**src/rtl/gainramp_pkg.sv**
```systemverilog
package gainramp_pkg;

    parameter int SMP_W  = 16;
    parameter int CODE_W = 7;
    parameter int GAIN_W = 10;

    localparam int PROD_W = SMP_W + GAIN_W + 1;
    localparam logic [GAIN_W-1:0] GAIN_MAX = {GAIN_W{1'b1}};

    typedef logic [CODE_W-1:0]        code_t;
    typedef logic [GAIN_W-1:0]        gain_t;
    typedef logic signed [SMP_W-1:0]  smp_t;
    typedef logic signed [PROD_W-1:0] prod_t;

    typedef enum logic [1:0] {
        SLEW_HOLD = 2'd0,
        SLEW_UP   = 2'd1,
        SLEW_DOWN = 2'd2
    } slew_dir_e;

    typedef struct packed {
        logic vld;
        smp_t data;
    } smp_beat_t;

    // Widen a code to gain width by repeating its bits from the MSB down.
    // Gives all-zero for code zero, all-ones for the top code, and keeps order.
    function automatic gain_t code_to_gain(input code_t c);
        gain_t g;
        for (int i = 0; i < GAIN_W; i++) begin
            g[GAIN_W-1-i] = c[CODE_W-1-(i % CODE_W)];
        end
        return g;
    endfunction

endpackage

```
**src/rtl/atten_target_reg.sv**
```systemverilog
module atten_target_reg
    import gainramp_pkg::*;
(
    input  logic  clk,
    input  logic  rst,
    input  logic  we,
    input  code_t code,
    output gain_t tgt
);
    always_ff @(posedge clk) begin
        if (rst) begin
            tgt <= GAIN_MAX;
        end else if (we) begin
            tgt <= code_to_gain(code);
        end
    end
endmodule

```
**src/rtl/atten_slew.sv**
```systemverilog
module atten_slew
    import gainramp_pkg::*;
(
    input  logic  clk,
    input  logic  rst,
    input  logic  step_en,
    input  gain_t tgt,
    output gain_t gain
);
    slew_dir_e dir;

    always_comb begin
        if (gain == tgt) begin
            dir = SLEW_HOLD;
        end else if (gain < tgt) begin
            dir = SLEW_UP;
        end else begin
            dir = SLEW_DOWN;
        end
    end

    always_ff @(posedge clk) begin
        if (rst) begin
            gain <= GAIN_MAX;
        end else if (step_en) begin
            case (dir)
                SLEW_UP:   gain <= gain + 1'b1;
                SLEW_DOWN: gain <= gain - 1'b1;
                default:   gain <= gain;
            endcase
        end
    end
endmodule

```
**src/rtl/atten_scaler.sv**
```systemverilog
module atten_scaler
    import gainramp_pkg::*;
(
    input  logic      clk,
    input  logic      rst,
    input  smp_beat_t beat_in,
    input  gain_t     gain,
    output smp_beat_t beat_out
);
    localparam prod_t BIAS = prod_t'(GAIN_MAX);

    prod_t prod;
    prod_t biased;
    prod_t shifted;
    smp_t  scaled;

    always_comb begin
        prod    = $signed(beat_in.data) * $signed({1'b0, gain});
        // Adding divisor-1 before the shift makes negative results truncate toward zero
        biased  = prod[PROD_W-1] ? (prod + BIAS) : prod;
        shifted = biased >>> GAIN_W;
        if (gain == GAIN_MAX) begin
            scaled = beat_in.data;
        end else begin
            scaled = shifted[SMP_W-1:0];
        end
    end

    always_ff @(posedge clk) begin
        if (rst) begin
            beat_out <= '0;
        end else begin
            beat_out.vld <= beat_in.vld;
            if (beat_in.vld) begin
                beat_out.data <= scaled;
            end
        end
    end
endmodule

```
**src/rtl/smooth_atten.sv**
```systemverilog
module smooth_atten
    import gainramp_pkg::*;
(
    input  logic              clk,
    input  logic              rst,
    input  logic              code_we,
    input  logic [CODE_W-1:0] code_wdata,
    input  logic              smp_valid,
    input  logic [SMP_W-1:0]  smp_in,
    output logic [SMP_W-1:0]  smp_out,
    output logic              smp_out_valid
);
    gain_t     tgt_q;
    gain_t     gain_q;
    smp_beat_t beat_in;
    smp_beat_t beat_out;

    assign beat_in.vld  = smp_valid;
    assign beat_in.data = smp_in;

    atten_target_reg tgt_i (
        .clk  (clk),
        .rst  (rst),
        .we   (code_we),
        .code (code_wdata),
        .tgt  (tgt_q)
    );

    atten_slew slew_i (
        .clk     (clk),
        .rst     (rst),
        .step_en (smp_valid),
        .tgt     (tgt_q),
        .gain    (gain_q)
    );

    atten_scaler scale_i (
        .clk      (clk),
        .rst      (rst),
        .beat_in  (beat_in),
        .gain     (gain_q),
        .beat_out (beat_out)
    );

    assign smp_out       = beat_out.data;
    assign smp_out_valid = beat_out.vld;
endmodule

```
**config.mk**
```make
export PLATFORM = sky130hd
export DESIGN_NAME = smooth_atten
export DESIGN_NICKNAME = d
export VERILOG_FILES = /design/src/rtl/gainramp_pkg.sv /design/src/rtl/atten_target_reg.sv /design/src/rtl/atten_slew.sv /design/src/rtl/atten_scaler.sv /design/src/rtl/smooth_atten.sv
export SDC_FILE = /design/constraint.sdc
export NUM_CORES = 1
export LEC_CHECK = 0
export ABC_AREA = 0
export BUFFER_PORTS_ARGS = -buffer_cell sky130_fd_sc_hd__buf_2
export CAP_MARGIN = 40
export CORE_ASPECT_RATIO = 0.9
export CORE_MARGIN = 2
export CORE_UTILIZATION = 51
export CTS_BUF_LIST = sky130_fd_sc_hd__clkbuf_2
export CTS_CLUSTER_SIZE = 12
export DETAILED_ROUTE_END_ITERATION = 6
export PLACE_DENSITY_LB_ADDON = 0.12
export SKIP_CTS_REPAIR_TIMING = 1
export SYNTH_ARGS = -nofsm -noshare
export SYNTH_HDL_FRONTEND = slang
export SYNTH_SLANG_ARGS = --single-unit
```
**constraint.sdc**
```tcl
create_clock -name clk -period 8.3 [get_ports clk]
set_input_delay 1.245 -clock clk [delete_from_list [all_inputs] [get_ports clk]]
set_output_delay 1.245 -clock clk [all_outputs]
set_load 0.05 [all_outputs]
```
==> summary.txt, run 1 <==
Drt initial violations = 344
Die ar. = 0.0184 mm^2
Final setup TNS = 0 ps
Syn_area_per_cell = 8.28 um^2
Synth top area share = 33.1%
Worst slew margin = 39.3%
Fin crit period = 6960 ps
Status = completed
Final setup violating endpoints = 0
WP data required = 8650 ps
Number of flops mapped to enable cells by yosys = 0
Clock Skew = 36.0 ps
Final hold vios = 0
Die height = 129 um
Final Cell Area = 0.00925 mm^2
H-tree levels = 2
Vias per cell = 5.35
Post-route DRC = 0
HPWL after DPL = 17000 um
Non-Filler Instances = 1307
Routability cong. = 0.863
Hold Path Origin = scale_i.beat_out[14]
Placed cell count = 1298
Ranking of synthesized cells by area = fa_1, ha_1, inv_1, dfxtp_1, and2_1
WHS = 483 ps
Seq/Total Area, Yosys = 7.70%
First-pass GRT wire length = 35400 um
Fillers = 1641
Yosys warning count = 0
Largest net degree at the start of global routing = 25
Worst Tran Pin Value = 909 ps
Fmax = 0.144 GHz
Crit Path Category = primary input to flop
Total GRT Usage = 24.3%
Hold depth = 2
CTS tree = yes
Initial Util = 52.2%
Commonest non-fill, non-tap cells in the layout = inv_1, fa_1, nand2_1
Die X = 143 um
Antenna violations before repair = 1
Hold WC Path Type = flop to flop
Main synth FF type = dfxtp_1
Via count = 6992
Unrepaired setup endpoints after global routing = false
Post-Syn Instances = 1068
Crit path max fanout = 11
RR Startpoint = slew_i.gain[7]
Reg2reg end = scale_i.beat_out[14]
Yosys reg bits = 34
CTS root buffer = clkbuf_2
Final Max Slew Viols = 0
1st-pass router iterations = 4
Crit path DAT = 7300 ps
GRT overflow = 0
Hold Crit Endpoint = scale_i.beat_out[14]
Port bufs = 43
CTS clk-pin slew, worst paths = 180 ps
Wire per inst = 16.2 um
Count of unique library cells instantiated by Yosys = 73
Maxcap violations = 0
Reg2Reg Depth = 20
Post-route ant nets = 0
Num CTS Buffers = 5
Vias in the first global route = 6890
Final WL = 21200 um
FFs w/ async S/R, synth = 0%
Most common cell after layout, fill and taps aside = inv_1
Clk sink count = 34
Syn_nets = 1320
Rows = 45
Worst reg2reg setup slack = 1490 ps
Nets@finish = 1322
Layout cells sized above 1 = 7.75%
Core Area = 0.0169 mm^2
Placed cell areas = 0.00918 mm^2
Layout area overhead = 4.59%
Io pins = 44
Synth area leader = fa_1
Longest Clk Path Bufs = 2
Syn Std Cell Area = 0.00884 mm^2
CP Capture Type = flop
Crit path launch type = primary input
Worst-skew pair later-pin latency = 420 ps
Tcrit/Tclk final = 83.8%
layout make-up:
type                       count  area, um^2  area share [%]
multi-input combinational    761        7110            76.9
clock inverter                 2        37.5           0.406
clock buffer                   6        30.0           0.325
inverter                     219         822            8.89
antenna                        1        2.50          0.0271
tap                          235         294            3.18
timing repair buffer          49         268            2.90
sequential                    34         681            7.36
per-layer routing:
metal / vias up / track usage [%] / wire, um
met4: 0 / 4.89 / 315
met3: 17 / 1.64 / 530
met1: 3493 / 34.3 / 9990
li1: 3396 / - / -
met5: - / 0 / 0
met2: 86 / 41.6 / 10400
worst max-delay path, cell delays in order:
cell and delay [ps]:
buf_2 200, and2_1 210, fa_1 530, inv_1 50
fa_1 470, inv_1 60, fa_1 520, fa_1 540
inv_1 50, fa_1 520, inv_1 40, ha_1 350
a211o_1 310, a21oi_1 240, o21ai_2 160, a2111oi_2 390
a211oi_1 150, nor4b_2 320, nand4_2 190, or3_1 390
a31o_1 230, a21oi_2 120
synth_stat cells, drive strengths merged, types with 5 or more instances:
master and count:
inv 219, fa 146, nand2 136, and2 88
ha 79, a21oi 61, clkbuf 44, dfxtp 34
o21ai 26, nor2 22, xnor2 20, o211ai 17
nand3 16, and3 15, a21o 14, nor3 12
buf 10, xor2 10, nand4 9, a211oi 7
nor2b 6, a211o 5, o21a 5, or3 5
metrics by stage:
stage / util (%) / setup slack, ps
after global placement: 54.0 / 982
after floorplan: - / 1370
final: 54.6 / 1340
after CTS: 54.5 / 1350
after global routing: 54.6 / 1080
after detailed placement: 54.1 / 919
sequential cells by signal (all words and copies together) (netlist names):
signal / count
scale_i.beat_out: 17
slew_i.gain: 10
tgt_i.tgt: 7
logic make-up after synthesis:
logic type | Yosys count | synth area share (%)
AO/OA/AOI/OAI | 168 | 13.0
multiplexers | 2 | 0.226
flip-flops | 34 | 7.70
AND/OR/NAND/NOR | 336 | 19.9
buffers and inverters | 273 | 11.9
XOR/XNOR | 30 | 2.97
adder cells (fa/ha/maj) | 225 | 44.2
how the worst max path moves through the flow:
| stage | cells after the start | end | from | slack (ps) |
|---|---|---|---|---|
| CTS | 22 | scale_i.beat_out[14] | smp_in[3] | 1350 |
| finish | 22 | scale_i.beat_out[14] | smp_in[3] | 1340 |
| detailed placement | 22 | scale_i.beat_out[14] | smp_in[3] | 920 |
| floorplan | 22 | scale_i.beat_out[14] | smp_in[3] | 1370 |
| global placement | 22 | scale_i.beat_out[14] | smp_in[3] | 980 |
| global route | 22 | scale_i.beat_out[14] | smp_in[15] | 1080 |
Power of run 1 is left out: the tool's default activity adds up to more than one toggle a clock period on the data nets, which glitch-free logic cannot reach.
==> inputs of run 2 (changes only) <==
--- a/config.mk
+++ b/config.mk
@@ -5,7 +5,7 @@
 export SDC_FILE = /design/constraint.sdc
 export NUM_CORES = 1
 export LEC_CHECK = 0
-export ABC_AREA = 0
+export ABC_AREA = 1
 export BUFFER_PORTS_ARGS = -buffer_cell sky130_fd_sc_hd__buf_2
 export CAP_MARGIN = 40
 export CORE_ASPECT_RATIO = 0.9
==> constraint.sdc (replaced) <==
create_clock -name clk -period 6.9 [get_ports clk]
set_input_delay 1.035 -clock clk [delete_from_list [all_inputs] [get_ports clk]]
set_output_delay 1.035 -clock clk [all_outputs]
set_load 0.05 [all_outputs]
==> run 2 against run 1 <==
Net effect:
- first-iteration DRC count is 40% higher
- final area is 5.3% higher
- non-clock buffer count increased by 9
- clock-buffer cell count shrank 1
- cell count up 24%
- register-to-register slack got worse by 950 ps
- critical path depth is 3 higher
- wire length is 8.9% higher
- worst setup slack got worse by 800 ps
- global-route usage is 0.95 points higher
- die area rose by 3.8%
==> summary.txt, run 2 <==
Status = completed
Largest net degree at the start of global routing = 29 (+16%)
Reg area = 681 um^2 (unchanged)
Util after Layout = 55.3% (+0.74 points)
1st-pass router iterations = 5 (+1)
Nets@finish = 1635 (+24%)
Total GRT Usage = 25.2% (+0.95 points)
Core Area = 0.0176 mm^2 (+3.9%)
Number of flops mapped to enable cells by yosys = 0 (unchanged)
Syn Std Cell Area = 0.00919 mm^2 (+3.9%)
Worst Tran Pin Value = 840 ps (-68.9 ps)
CTS clk-pin slew, worst paths = 220 ps (+40 ps)
Final hold vios = 0 (unchanged)
Number of flip-flops in the largest register = 17 (unchanged)
Yosys warning count = 0 (unchanged)
Ranking of synthesized cells by area = fa_1, inv_1, nand2_1, ha_1, dfxtp_1
Synth area leader = fa_1
Unrepaired setup endpoints after global routing = false
CTS root buffer = clkbuf_2
Biggest register = scale_i.beat_out
Yosys reg bits = 34 (unchanged)
Die ar. = 0.0191 mm^2 (+3.8%)
Commonest non-fill, non-tap cells in the layout = inv_1, nand2_1, fa_1
Synth cell count leaders = inv_1, nand2_1, fa_1
Largest regs = scale_i.beat_out: 17 flops, slew_i.gain: 10 flops, tgt_i.tgt: 7 flops
Count of unique library cells instantiated by Yosys = 36 (-51%)
Worst slew margin = 43.9% (+4.6 points)
Clk sink count = 34 (unchanged)
Layout cells sized above 1 = 6.65% (-1.1 points)
Worst-skew pair later-pin latency = 430 ps (about the same)
Fin crit period = 6360 ps
Post-route ant nets = 0 (unchanged)
Die X = 145 um (+1.9%)
HPWL after DPL = 19800 um (+17%)
Port bufs = 43 (unchanged)
Syn_nets = 1617 (+23%)
Wire per inst = 14.2 um (-12%)
Die height = 131 um (+1.9%)
Post-Syn Instances = 1365 (+28%)
Synth top area share = 31.8% (-1.3 points)
Vias per cell = 4.94 (-7.6%)
Placed cell count = 1616 (+24%)
Hold WC Path Type = flop to flop
WP data required = 7230 ps (-1420 ps)
Fillers = 1835 (+12%)
Final setup violating endpoints = 0 (unchanged)
Longest Clk Path Bufs = 2 (unchanged)
Most common cell after layout, fill and taps aside = inv_1
Final Max Slew Viols = 0 (unchanged)
Routability cong. = 0.896 (+3.8%)
Num CTS Buffers = 5 (unchanged)
Maxcap violations = 0 (unchanged)
Syn_area_per_cell = 6.73 um^2 (-19%)
Io pins = 44 (unchanged)
Fmax = 0.157 GHz
Layout area overhead = 5.98%
Crit Path Category = flop to flop
FFs w/ async S/R, synth = 0% (unchanged)
Top-count cell post-synth = inv_1
Crit path max fanout = 19 (+8)
Post-route DRC = 0 (unchanged)
Drt initial violations = 480 (+40%)
Clock Skew = 6.81 ps (-29.1 ps)
Multi-input logic area = 0.00684 mm^2 (-3.8%)
Vias in the first global route = 7807 (+13%)
First-pass GRT wire length = 39200 um (+11%)
Crit path launch type = flop
Crit path DAT = 6690 ps (-610 ps)
CTS tree = yes
Tcrit/Tclk final = 92.2%
Main synth FF type = dfxtp_1
Final WL = 23100 um (+8.9%)
WHS = 477 ps (-6.45 ps)
Non-Filler Instances = 1625 (+24%)
Seq/Total Area, Yosys = 7.41% (-0.29 points)
Rows = 46 (+2.2%)
GRT overflow = 0 (unchanged)
Initial Util = 52.2% (about the same)
CP Capture Type = flop
Via count = 8034 (+15%)
H-tree levels = 2 (unchanged)
Antenna violations before repair = 1 (unchanged)
Final setup TNS = 0 ps (unchanged)
## run 2: logic make-up (layout without fill, tap and decap cells)
family                     after synthesis  after routing  synth area share (%)
other                                    0              1                     0
and+or+nand+nor                        550            550                  24.9
DFF                                     34             34                  7.41
adders and majority gates              225            225                  42.6
xor gates and xnor gates                11             11                  1.05
buffers and inverters                  444            463                  18.2
AOI/OAI and AO/OA                      101            101                  5.90
## run 2: cell type report
class	instances	share of cell area, %
timing repair buffer	58	3.40
antenna	1	0.0257
clock buffer	5	0.257
multi-input combinational	887	70.2
inverter	397	15.3
sequential	34	6.99
tap	240	3.08
clock inverter	3	0.707
## run 2: per-stage QoR
step	setup WS (ps)	instance area [um^2]
floorplan	891	9190
global placement	283	9630
detailed placement	235	9640
CTS	575	9740
global route	144	9740
finish	538	9740
## run 2: metal layers
metal,share of wire [%],GRT usage [%]
met4,1.7,4.03
met1,46,35.3
met3,5.8,4.27
met5,0,0
met2,46,42.0
## run 2: path summary, 6_finish.rpt
kind | from | end | slack (ps) | cells past startpoint
max reg2reg | slew_i.gain[7] | scale_i.beat_out[4] | 540 | 25
max | slew_i.gain[7] | scale_i.beat_out[4] | 540 | 25
min reg2reg | scale_i.beat_out[5] | scale_i.beat_out[5] | 480 | 2
min | scale_i.beat_out[5] | scale_i.beat_out[5] | 480 | 2
## run 2: critical path, stage by stage, from the launching register on
cell	delay, ps
dfxtp_1	920
buf_4	290
nand2_1	80
fa_1	490
inv_1	60
fa_1	500
fa_1	530
fa_1	550
inv_1	60
fa_1	530
inv_1	50
ha_1	350
nand2_1	90
nand2_1	70
inv_1	60
nand2_1	70
a21oi_1	230
or2_1	140
nand3_1	90
inv_1	60
nand2_1	50
nand2_2	310
inv_1	150
o21ai_0	300
a21o_1	160
a21oi_1	50
Power of run 2 is left out for the same reason.
==> inputs of run 3 (changes only) <==
--- a/config.mk
+++ b/config.mk
@@ -5,7 +5,7 @@
 export SDC_FILE = /design/constraint.sdc
 export NUM_CORES = 1
 export LEC_CHECK = 0
-export ABC_AREA = 1
+export ABC_AREA = 0
 export BUFFER_PORTS_ARGS = -buffer_cell sky130_fd_sc_hd__buf_2
 export CAP_MARGIN = 40
 export CORE_ASPECT_RATIO = 0.9
==> run 3 against run 2 <==
Net effect:
- fmax is 2.6% lower
- clock skew is 18 ps higher
- final area is 0.27% lower
- via count is 9.7% lower
- worst hold slack improved by 3.8 ps
- wire length is 5.5% lower
- worst setup slack got worse by 170 ps
- register-to-register slack about the same
- die area down 3.7%
- critical path depth down 4
==> summary.txt, run 3 (synthesized netlist as in run 1, its figures left out) <==
Status = completed
Non-Filler Instances = 1374 (-15%)
CP Capture Type = flop
1st-pass router iterations = 5 (unchanged)
Final hold vios = 0 (unchanged)
Largest net degree at the start of global routing = 25 (-14%)
Core Area = 0.0169 mm^2 (-3.8%)
Nets@finish = 1389 (-15%)
CTS clk-pin slew, worst paths = 210 ps (about the same)
Final WL = 21900 um (-5.5%)
H-tree levels = 2 (unchanged)
Maxcap violations = 0 (unchanged)
Final setup TNS = 0 ps (unchanged)
Worst slew margin = 54.4% (+10 points)
Final Max Slew Viols = 0 (unchanged)
GRT overflow = 0 (unchanged)
Final setup violating endpoints = 0 (unchanged)
Worst reg2reg setup slack = 540 ps (about the same)
Worst-skew pair later-pin latency = 410 ps (-20 ps)
Placed cell count = 1365 (-16%)
Die height = 129 um (-1.9%)
RR Startpoint = slew_i.gain[5]
Crit path DAT = 6890 ps (+200 ps)
Longest Clk Path Bufs = 2 (unchanged)
Worst Tran Pin Value = 684 ps (-156 ps)
Biggest register = scale_i.beat_out
Number of flip-flops in the largest register = 17 (unchanged)
Drt initial violations = 329 (-31%)
Post-route DRC = 0 (unchanged)
First-pass GRT wire length = 36500 um (-6.8%)
Fillers = 1630 (-11%)
Unrepaired setup endpoints after global routing = false
Total GRT Usage = 25.3% (+0.065 points)
Commonest non-fill, non-tap cells in the layout = inv_1, fa_1, nand2_1
Clk sink count = 34 (unchanged)
Die X = 143 um (-1.9%)
Routability cong. = 0.873 (-2.6%)
CTS root buffer = clkbuf_2
Hold WC Path Type = flop to flop
WP data required = 7260 ps (+30 ps)
Final setup margin = 368 ps (-170 ps)
Clock Skew = 24.8 ps (+18.0 ps)
Vias in the first global route = 7190 (-7.9%)
Num CTS Buffers = 5 (unchanged)
Most common cell after layout, fill and taps aside = inv_1
Port bufs = 43 (unchanged)
Antenna violations before repair = 1 (unchanged)
Post-route ant nets = 0 (unchanged)
Tcrit/Tclk final = 94.7% (+2.5 points)
Crit path max fanout = 11 (-8)
Via count = 7253 (-9.7%)
Io pins = 44 (unchanged)
Fin crit period = 6530 ps (+170 ps)
Reg2reg end = scale_i.beat_out[14]
Worst Setup EP = scale_i.beat_out[14]
Post-place setup slack = -0.268 ps (-236 ps)
Initial Util = 52.2% (about the same)
CTS tree = yes
Layout cells sized above 1 = 13.1% (+6.4 points)
HPWL after DPL = 18600 um (-6.3%)
Die ar. = 0.0184 mm^2 (-3.7%)
Reg2Reg Depth = 21 (-16%)
Crit path launch type = primary input
Crit Path Category = primary input to flop
Rows = 45 (-2.2%)
Vias per cell = 5.28 (+6.8%)
Critical Path Start = smp_in[7]
Largest regs = scale_i.beat_out: 17 flops, slew_i.gain: 10 flops, tgt_i.tgt: 7 flops
Wire per inst = 15.9 um (+12%)
Layout area overhead = 9.87%
Hold Path Origin = scale_i.beat_out[2]
Fmax = 0.153 GHz (-2.6%)
==> run 3: changes by cell type in the layout (fill, tap and decap cells not counted), moves of 7 or more <==
cell | before | now
xnor2_1 | 7 | 20
and3_1 | 0 | 14
nor2_1 | 56 | 22
nand2_1 | 391 | 136
and2_1 | 1 | 87
buf_4 | 14 | 73
inv_1 | 393 | 219
o211ai_1 | 4 | 16
o21ai_0 | 28 | 21
nand3_1 | 46 | 16
a21o_1 | 3 | 13
nand4_1 | 20 | 7
==> run 3: critical path, stage by stage <==
cell	delay [ps]
buf_2	230
nand2_1	120
fa_1	540
inv_1	50
fa_1	460
fa_1	520
fa_1	550
inv_1	60
fa_1	540
inv_1	50
ha_1	370
a21o_1	230
a31oi_1	260
a21oi_1	150
a2111oi_2	400
a211oi_1	120
nor4b_2	320
nand4_2	150
or3_1	370
a31o_1	230
a21oi_2	120
==> run 3: routing by layer <==
metal	track usage [%]	wire length (um)
met1	35.4	9940
met2	42.7	10600
met3	2.87	969
met4	5.47	347
met5	0	0
==> run 3: worst min-delay path by stage <==
stage                                 endpoint  slack, ps  cells past startpoint
after floorplan                   tgt_i.tgt[3]        460                      2
after global placement     scale_i.beat_out[2]        450                      2
after detailed placement   scale_i.beat_out[2]        460                      2
after CTS                  scale_i.beat_out[2]        480                      2
after global routing      scale_i.beat_out[14]        530                      2
final                      scale_i.beat_out[2]        480                      2
==> run 3: final cells by class <==
type,count,area [um^2],area share (%)
Multi-Input combinational cell,761,7110,73.2
Antenna cell,1,2.50,0.0258
Sequential cell,34,681,7.01
Tap cell,235,294,3.03
Clock buffer,6,30.0,0.309
Timing Repair Buffer,116,763,7.86
Inverter,219,822,8.46
Clock inverter,2,8.76,0.0902
==> run 3: metrics by stage <==
stage | area [um^2] | utilization [%] | hold WS, ps
after floorplan | 8840 | - | 459
after global placement | 9670 | 57.1 | 450
after detailed placement | 9670 | 57.1 | 456
after CTS | 9710 | 57.3 | 481
after global routing | 9710 | 57.3 | 526
final | 9710 | 57.3 | 480
Power of run 3 is left out for the same reason.
